==> src/rtl/dbg_trig_pkg.sv <==
package dbg_trig_pkg;
    typedef enum logic [2:0] {
        ST_OFF,
        ST_ARM1,
        ST_HIT1,
        ST_ARM2,
        ST_HIT2
    } seq_state_e;

    typedef enum logic [1:0] {
        RSP_QUIET_A = 2'b00,
        RSP_HALT    = 2'b01,
        RSP_IRQ     = 2'b10,
        RSP_QUIET_B = 2'b11
    } rsp_mode_e;

    localparam int SRC_N     = 3;   // fetch, range, data
    localparam int SRC_FETCH = 0;
    localparam int SRC_RANGE = 1;
    localparam int SRC_DATA  = 2;
    localparam int SEL_W     = 3;
    localparam int CTL_W     = 2 + 2 * SRC_N;

    localparam logic [SEL_W-1:0] SEL_CTL  = 3'd0;
    localparam logic [SEL_W-1:0] SEL_PCV  = 3'd1;
    localparam logic [SEL_W-1:0] SEL_PCM  = 3'd2;
    localparam logic [SEL_W-1:0] SEL_LO   = 3'd3;
    localparam logic [SEL_W-1:0] SEL_HI   = 3'd4;
    localparam logic [SEL_W-1:0] SEL_DV   = 3'd5;
    localparam logic [SEL_W-1:0] SEL_DM   = 3'd6;
    localparam logic [SEL_W-1:0] SEL_STAT = 3'd7;
endpackage

==> src/rtl/dbg_trig_cmp.sv <==
module dbg_trig_cmp
    import dbg_trig_pkg::*;
#(
    parameter int AW = 32,
    parameter int DW = 32
) (
    input  logic             fetch_vld,
    input  logic [AW-1:0]    fetch_pc,
    input  logic             bus_vld,
    input  logic [AW-1:0]    bus_addr,
    input  logic [DW-1:0]    bus_data,
    input  logic [AW-1:0]    pc_val,
    input  logic [AW-1:0]    pc_msk,
    input  logic [AW-1:0]    rng_lo,
    input  logic [AW-1:0]    rng_hi,
    input  logic [DW-1:0]    dat_val,
    input  logic [DW-1:0]    dat_msk,
    output logic [SRC_N-1:0] hit
);
    always_comb begin
        hit            = '0;
        hit[SRC_FETCH] = fetch_vld && (((fetch_pc ^ pc_val) & pc_msk) == '0);
        hit[SRC_RANGE] = bus_vld && (bus_addr >= rng_lo) && (bus_addr <= rng_hi);
        hit[SRC_DATA]  = bus_vld && (((bus_data ^ dat_val) & dat_msk) == '0);
    end
endmodule

==> src/rtl/dbg_trig_seq.sv <==
module dbg_trig_seq
    import dbg_trig_pkg::*;
(
    input  logic       clk,
    input  logic       rst_n,
    input  logic       ctl_wr,
    input  logic       new_l1_any,
    input  logic       l1_fetch,
    input  logic       l1_bus,
    input  logic       l2_fetch,
    input  logic       l2_bus,
    input  logic       l2_any,
    input  logic       stat_rd,
    output logic [3:0] status,
    output logic       fire,
    output logic       fire_precise
);
    seq_state_e state_q, state_d;

    always_ff @(posedge clk or negedge rst_n) begin
        if (!rst_n) state_q <= ST_OFF;
        else        state_q <= state_d;
    end

    always_comb begin
        state_d = state_q;
        if (ctl_wr) begin
            state_d = new_l1_any ? ST_ARM1 : ST_OFF;
        end else begin
            unique case (state_q)
                ST_OFF:  state_d = ST_OFF;
                ST_ARM1: if (l1_fetch || l1_bus) state_d = l2_any ? ST_ARM2 : ST_HIT1;
                ST_ARM2: if (l2_fetch || l2_bus) state_d = ST_HIT2;
                ST_HIT1: if (stat_rd) state_d = ST_OFF;
                ST_HIT2: if (stat_rd) state_d = ST_OFF;
                default: state_d = ST_OFF;
            endcase
        end
    end

    always_comb begin
        status       = 4'b0000;
        fire         = 1'b0;
        fire_precise = 1'b0;
        unique case (state_q)
            ST_OFF:  status = 4'b0000;
            ST_ARM1: begin
                status       = 4'b0001;
                fire         = !ctl_wr && !l2_any && (l1_fetch || l1_bus);
                fire_precise = fire && l1_fetch;
            end
            ST_HIT1: status = 4'b0010;
            ST_ARM2: begin
                status       = 4'b0101;
                fire         = !ctl_wr && (l2_fetch || l2_bus);
                fire_precise = fire && l2_fetch;
            end
            ST_HIT2: status = 4'b0110;
            default: status = 4'b0000;
        endcase
    end

    AST_WR_REARM: assert property (@(posedge clk) disable iff (!rst_n)
        ctl_wr |=> status == ($past(new_l1_any) ? 4'b0001 : 4'b0000));
    AST_ARM2_ENTRY: assert property (@(posedge clk) disable iff (!rst_n)
        (status == 4'b0101 && $past(status) != 4'b0101 && !$past(ctl_wr)) |-> $past(status) == 4'b0001);
    AST_HIT2_HOLD: assert property (@(posedge clk) disable iff (!rst_n)
        (status == 4'b0110 && !ctl_wr && !stat_rd) |=> status == 4'b0110);
endmodule

==> src/rtl/dbg_trig_resp.sv <==
module dbg_trig_resp
    import dbg_trig_pkg::*;
(
    input  logic       clk,
    input  logic       rst_n,
    input  logic       fire,
    input  logic       fire_precise,
    input  logic       sample_pt,
    input  logic       flush,
    input  logic [1:0] mode,
    output logic       halt_req,
    output logic       irq_req
);
    logic pend_q;
    logic take;

    always_ff @(posedge clk or negedge rst_n) begin
        if (!rst_n)                      pend_q <= 1'b0;
        else if (flush)                  pend_q <= 1'b0;
        else if (fire && !fire_precise)  pend_q <= 1'b1;
        else if (sample_pt)              pend_q <= 1'b0;
    end

    always_comb begin
        take     = (fire && fire_precise) || (pend_q && sample_pt);
        halt_req = take && (rsp_mode_e'(mode) == RSP_HALT);
        irq_req  = take && (rsp_mode_e'(mode) == RSP_IRQ);
    end

    AST_ONE_RESP: assert property (@(posedge clk) disable iff (!rst_n)
        $onehot0({halt_req, irq_req}));
    AST_PEND_DRAIN: assert property (@(posedge clk) disable iff (!rst_n)
        (pend_q && sample_pt && !fire) |=> !pend_q);
    AST_BUS_AT_SAMPLE: assert property (@(posedge clk) disable iff (!rst_n)
        ((halt_req || irq_req) && !fire_precise) |-> sample_pt);
    AST_PRECISE_NOW: assert property (@(posedge clk) disable iff (!rst_n)
        (fire_precise && mode == 2'b01) |-> halt_req);
endmodule

==> src/rtl/dbg_trig_unit.sv <==
module dbg_trig_unit
    import dbg_trig_pkg::*;
#(
    parameter int AW = 32,
    parameter int DW = 32,
    localparam int RW = (AW > DW) ? AW : DW
) (
    input  logic             clk,
    input  logic             rst_n,
    input  logic             reg_wr,
    input  logic             reg_rd,
    input  logic [SEL_W-1:0] reg_sel,
    input  logic [RW-1:0]    reg_wdata,
    output logic [RW-1:0]    reg_rdata,
    input  logic             fetch_vld,
    input  logic [AW-1:0]    fetch_pc,
    input  logic             bus_vld,
    input  logic [AW-1:0]    bus_addr,
    input  logic [DW-1:0]    bus_data,
    input  logic             sample_pt,
    input  logic             trace_busy,
    input  logic [3:0]       trace_nib,
    output logic [3:0]       dbg_port,
    output logic             halt_req,
    output logic             irq_req
);
    logic [CTL_W-1:0] ctl_q;
    logic [AW-1:0]    pcv_q, pcm_q, lo_q, hi_q;
    logic [DW-1:0]    dv_q, dm_q;
    logic [SRC_N-1:0] hit, en_l1, en_l2;
    logic [3:0]       status;
    logic             ctl_wr, stat_rd, fire, fire_precise;

    assign ctl_wr  = reg_wr && (reg_sel == SEL_CTL);
    assign stat_rd = reg_rd && (reg_sel == SEL_STAT);
    assign en_l1   = ctl_q[2 +: SRC_N];
    assign en_l2   = ctl_q[2 + SRC_N +: SRC_N];

    always_ff @(posedge clk or negedge rst_n) begin
        if (!rst_n) begin
            ctl_q <= '0;
            pcv_q <= '0;
            pcm_q <= '0;
            lo_q  <= '0;
            hi_q  <= '0;
            dv_q  <= '0;
            dm_q  <= '0;
        end else if (reg_wr) begin
            unique case (reg_sel)
                SEL_CTL: ctl_q <= reg_wdata[CTL_W-1:0];
                SEL_PCV: pcv_q <= reg_wdata[AW-1:0];
                SEL_PCM: pcm_q <= reg_wdata[AW-1:0];
                SEL_LO:  lo_q  <= reg_wdata[AW-1:0];
                SEL_HI:  hi_q  <= reg_wdata[AW-1:0];
                SEL_DV:  dv_q  <= reg_wdata[DW-1:0];
                SEL_DM:  dm_q  <= reg_wdata[DW-1:0];
                default: ;
            endcase
        end
    end

    always_comb begin
        reg_rdata = '0;
        unique case (reg_sel)
            SEL_CTL:  reg_rdata[CTL_W-1:0] = ctl_q;
            SEL_PCV:  reg_rdata[AW-1:0]    = pcv_q;
            SEL_PCM:  reg_rdata[AW-1:0]    = pcm_q;
            SEL_LO:   reg_rdata[AW-1:0]    = lo_q;
            SEL_HI:   reg_rdata[AW-1:0]    = hi_q;
            SEL_DV:   reg_rdata[DW-1:0]    = dv_q;
            SEL_DM:   reg_rdata[DW-1:0]    = dm_q;
            SEL_STAT: reg_rdata[3:0]       = status;
            default:  reg_rdata = '0;
        endcase
    end

    dbg_trig_cmp #(.AW(AW), .DW(DW)) u_cmp (
        .fetch_vld(fetch_vld), .fetch_pc(fetch_pc),
        .bus_vld(bus_vld), .bus_addr(bus_addr), .bus_data(bus_data),
        .pc_val(pcv_q), .pc_msk(pcm_q), .rng_lo(lo_q), .rng_hi(hi_q),
        .dat_val(dv_q), .dat_msk(dm_q), .hit(hit)
    );

    dbg_trig_seq u_seq (
        .clk(clk), .rst_n(rst_n), .ctl_wr(ctl_wr),
        .new_l1_any(|reg_wdata[2 +: SRC_N]),
        .l1_fetch(en_l1[SRC_FETCH] && hit[SRC_FETCH]),
        .l1_bus(|(en_l1[SRC_DATA:SRC_RANGE] & hit[SRC_DATA:SRC_RANGE])),
        .l2_fetch(en_l2[SRC_FETCH] && hit[SRC_FETCH]),
        .l2_bus(|(en_l2[SRC_DATA:SRC_RANGE] & hit[SRC_DATA:SRC_RANGE])),
        .l2_any(|en_l2), .stat_rd(stat_rd),
        .status(status), .fire(fire), .fire_precise(fire_precise)
    );

    dbg_trig_resp u_resp (
        .clk(clk), .rst_n(rst_n), .fire(fire), .fire_precise(fire_precise),
        .sample_pt(sample_pt), .flush(ctl_wr), .mode(ctl_q[1:0]),
        .halt_req(halt_req), .irq_req(irq_req)
    );

    assign dbg_port = trace_busy ? trace_nib : {status[2:0], 1'b0};

    AST_RD_CLEARS: assert property (@(posedge clk) disable iff (!rst_n)
        (stat_rd && !reg_wr && (status == 4'b0010 || status == 4'b0110)) |=> status == 4'b0000);
endmodule

==> config.mk <==
export PLATFORM = sky130hd
export DESIGN_NAME = dbg_trig_unit
export DESIGN_NICKNAME = d
export VERILOG_FILES = /design/src/rtl/dbg_trig_pkg.sv /design/src/rtl/dbg_trig_cmp.sv /design/src/rtl/dbg_trig_seq.sv /design/src/rtl/dbg_trig_resp.sv /design/src/rtl/dbg_trig_unit.sv
export SDC_FILE = /design/constraint.sdc
export NUM_CORES = 1
export LEC_CHECK = 0
export ABC_AREA = 0
export BUFFER_PORTS_ARGS = -buffer_cell sky130_fd_sc_hd__clkbuf_2
export CAP_MARGIN = 0
export CORE_ASPECT_RATIO = 2
export CORE_UTILIZATION = 64
export CTS_BUF_LIST = sky130_fd_sc_hd__clkbuf_4
export DETAILED_ROUTE_END_ITERATION = 10
export PLACE_DENSITY_LB_ADDON = 0.2
export SETUP_SLACK_MARGIN = 0.1
export SYNTH_ARGS = -nofsm -noshare
export SYNTH_HDL_FRONTEND = slang
export SYNTH_SLANG_ARGS = --single-unit
export TNS_END_PERCENT = 100
==> constraint.sdc <==
create_clock -name clk -period 4.9 [get_ports clk]
set_input_delay 0 -clock clk [delete_from_list [all_inputs] [get_ports clk]]
set_output_delay 0 -clock clk [all_outputs]
set_load 0.05 [all_outputs]
==> run_results.csv <==
group,metric,value,unit
sta,maxSlewHeadroom,0.341,
synthesis,synth_cell_types,55,
placement,place_ws,1750,ps
synthesis,async_flop_share,1.00,
cts,root_buffer,"clkbuf_4",
synthesis,ys_warn_count,0,
route,wl_per_cell,25.5,um
synthesis,synthCells,1071,
sta,timing.fmax,261,MHz
setup_path,start_kind,"flip-flop",
cts,cts_resized,0,
cts,htree_num_levels,2,
global_routing,globalRouteOverflowTotal,0,
global_routing,grt_pass1_wl,59100,um
final_layout,design_area,0.0136,sq mm
route,drcViolationCount,0,
placement,hpwlAfterDp,28400,um
sta,fin_setup_tns,0,ps
global_routing,grt_usage,0.430,
cts,cts_num_sinks,204,
run,cap_viol_max_count,0,
setup_path,required,5430,ps
synthesis,ys_ff_latch,204,
cts,cts_tree,"yes",
synthesis,synthFlopType,"dfrtp_1",
final_layout,layout.cells.non_filler,1553,
setup_path,crit_fanout,4,
setup_path,crit_arrival,4360,ps
global_routing,grt_max_degree,94,
floorplan,io_pins,181,
sta,finalWorstSetupSlack,1070,ps
sta,tightest_slew,987,ps
route,first_iter_violations,620,
final_layout,final_nets,1513,
route,ant_nets,0,
sta,clock_skew,20.3,ps
placement,dp.cells,1431,
sta,slew_violations,0,
floorplan,die_y,192,um
global_routing,grt_pass1_vias,10670,
synthesis,synth_area,0.0115,sq mm
final_layout,area_growth,17.9,%
cts,cts_buffers,47,
power_and_ir_drop,leakagePower,6.45,nW
placement,gp_congestion,1.05,
sta,setup_viol,0,
route,first_pass_iters,5,
sta,hold_viol_final,0,
placement,port_buffers,180,
floorplan,dieArea,0.0186,sq mm
placement,dpl_cell_area,0.0126,sq mm
floorplan,start_util,0.651,
route,vias,10164,
power_and_ir_drop,irDropWorstVdd,0.000293,V
synthesis,syn_avg_cell_area,10.8,sq um
sta,period_minus_slack,3830,ps
outcome,outcome,"finished clean",
cts,clk_path_buf_depth,3,
cts,clkTransAtPathRegs,70,ps
route,wl,39600,um
synthesis,syn_nets,1278,
final_layout,drive_gt1_frac,0.331,
route,avgViaCountPerCell,6.54,
sta,finalCritPeriodShare,0.782,
setup_path,end_kind,"flip-flop",
sta,rsz0062_at_grt,"no",
synthesis,synth_edf_count,0,
floorplan,core-area,0.0177,sq mm
worst_hold_path,min_path_type,"primary input to flip-flop",
floorplan,die_w,96.9,um
setup_path,criticalPathCategory,"flip-flop to flip-flop",
power_and_ir_drop,cellPowerDensity,404,mW/mm^2
cts,clock_latency,650,ps
floorplan,rows,69,
global_routing,antenna_found_initial,1,
synthesis,yosysSeqAreaShare,0.443,
-- cell usage in the layout (no fill, tap or decap), types with 9 or more instances in the layout --
| cell | synthesis | final |
|---|---|---|
| a21oi_1 | 35 | 35 |
| a22oi_1 | 116 | 116 |
| buf_4 | 0 | 14 |
| clkbuf_2 | 0 | 179 |
| clkbuf_4 | 0 | 69 |
| clkinv_1 | 0 | 11 |
| dfrtp_1 | 204 | 204 |
| dlygate4sd3_1 | 0 | 39 |
| ha_1 | 64 | 64 |
| inv_1 | 69 | 69 |
| mux2_2 | 163 | 163 |
| nand2_1 | 92 | 92 |
| nand3_1 | 35 | 35 |
| nand4_1 | 20 | 20 |
| nor2_1 | 18 | 15 |
| nor3_1 | 10 | 9 |
| o21ai_0 | 49 | 49 |
| xor2_1 | 65 | 65 |
-- routing by layer --
metal,part of all wire,track usage
met5,0,0
met4,0.10,0.409
met3,0.073,0.0753
met2,0.50,0.743
met1,0.33,0.432
-- synth_stat cells (2+ instances only) --
| cell | n | area share |
|---|---|---|
| a21oi_1 | 35 | 0.015 |
| nand2b_1 | 3 | 0.0016 |
| nand2_1 | 92 | 0.030 |
| nor4_1 | 2 | 0.0011 |
| buf_1 | 11 | 0.0036 |
| and2_1 | 4 | 0.0022 |
| nand4_1 | 20 | 0.011 |
| buf_2 | 12 | 0.0052 |
| o41ai_1 | 2 | 0.0015 |
| a22o_1 | 4 | 0.0030 |
| a21oi_2 | 2 | 0.0015 |
| a221oi_2 | 3 | 0.0039 |
| inv_1 | 69 | 0.022 |
| nand3_1 | 35 | 0.015 |
| a22oi_1 | 116 | 0.076 |
| o211ai_1 | 2 | 0.0013 |
| o21ai_0 | 49 | 0.021 |
| nor3_1 | 10 | 0.0043 |
| o22ai_1 | 3 | 0.0016 |
| xor2_1 | 65 | 0.049 |
| a222oi_1 | 3 | 0.0026 |
| o22a_1 | 2 | 0.0015 |
| dfrtp_1 | 204 | 0.44 |
| clkbuf_1 | 24 | 0.0078 |
| a221oi_1 | 2 | 0.0015 |
| o31a_1 | 2 | 0.0015 |
| mux2_2 | 163 | 0.16 |
| and3b_1 | 2 | 0.0015 |
| nor4_2 | 2 | 0.0022 |
| and4_1 | 3 | 0.0023 |
| and3_1 | 3 | 0.0016 |
| nor2_1 | 18 | 0.0059 |
| ha_1 | 64 | 0.070 |
| o21ai_1 | 3 | 0.0013 |
| nor2b_1 | 6 | 0.0033 |
| a21o_1 | 2 | 0.0013 |
| mux2i_1 | 7 | 0.0061 |
| a211oi_1 | 5 | 0.0033 |
-- path summary, 6_finish.rpt --
| check | from | slack [ps] | to | cells after the start |
|---|---|---|---|---|
| setup / recovery | hi_q[13]$_DFFE_PN0P_ | 1070 | u_resp.pend_q$_DFFE_PN0P_ | 11 |
| hold / removal | reg_wdata[14] | 190 | hi_q[14]$_DFFE_PN0P_ | 4 |
| setup reg to reg | hi_q[13]$_DFFE_PN0P_ | 1070 | u_resp.pend_q$_DFFE_PN0P_ | 11 |
| hold reg to reg | ctl_q[2]$_DFFE_PN0P_ | 480 | ctl_q[2]$_DFFE_PN0P_ | 2 |
| max in group asynchronous | rst_n | 3130 | pcm_q[19]$_DFFE_PN0P_ | 4 |
| min in group asynchronous | rst_n | 490 | lo_q[6]$_DFFE_PN0P_ | 3 |
-- cell families after synthesis --
| family | after synthesis | synth area share |
|---|---|---|
| and+or+nand+nor | 206 | 0.0863 |
| adders and majority gates | 64 | 0.0695 |
| xor gates and xnor gates | 65 | 0.0494 |
| AOI/OAI and AO/OA | 246 | 0.147 |
| DFF | 204 | 0.443 |
| buffers and inverters | 116 | 0.0391 |
| muxes | 170 | 0.165 |
-- final cells by class --
| cell class | instances | area, sq um |
|---|---|---|
| Antenna cell | 1 | 2.50 |
| Inverter | 69 | 259 |
| Clock buffer | 69 | 518 |
| Clock inverter | 13 | 51.3 |
| Tap cell | 213 | 267 |
| Multi-Input combinational cell | 751 | 5970 |
| Fill cell | 1261 | 4120 |
| Timing Repair Buffer | 233 | 1410 |
| Sequential cell | 204 | 5100 |
-- power breakdown --
group	leakage, nW	internal, mW	switching, mW
logic	3.64	0.704	1.02
registers	2.46	2.05	0.396
clock network	0.343	0.643	0.676
total	6.45	3.40	2.09
-- state kept, by name, summed over array words and instances (netlist names) --
name / flops
dv_q: 32
lo_q: 32
pcm_q: 32
u_resp.pend_q: 1
u_seq.state_q: 3
pcv_q: 32
ctl_q: 8
hi_q: 32
dm_q: 32
-- per-stage QoR --
stage	utilization	power [mW]	hold WS [ps]
after floorplan	-	3.45	-296
final	0.767	5.49	191
after global routing	0.767	5.73	211
after global placement	0.713	4.06	119
after detailed placement	0.713	4.12	123
after CTS	0.767	5.46	153
-- worst max-delay path: stages, from the launching register on --
cell	delay (ps)
dfrtp_1	360
inv_1	70
ha_1	290
nand4_1	140
nor4_1	730
a221oi_1	170
o211ai_1	270
a311oi_1	280
a221oi_2	470
o22ai_1	140
a31o_1	230
dlygate4sd3_1	550
-- repair_timing --
item / CTS / global route
endpoints found under the hold margin: 297 / 0
hold buffers: 39 / 0
setup buffers: 0 / 0
(Power assumes the default switching activity.)
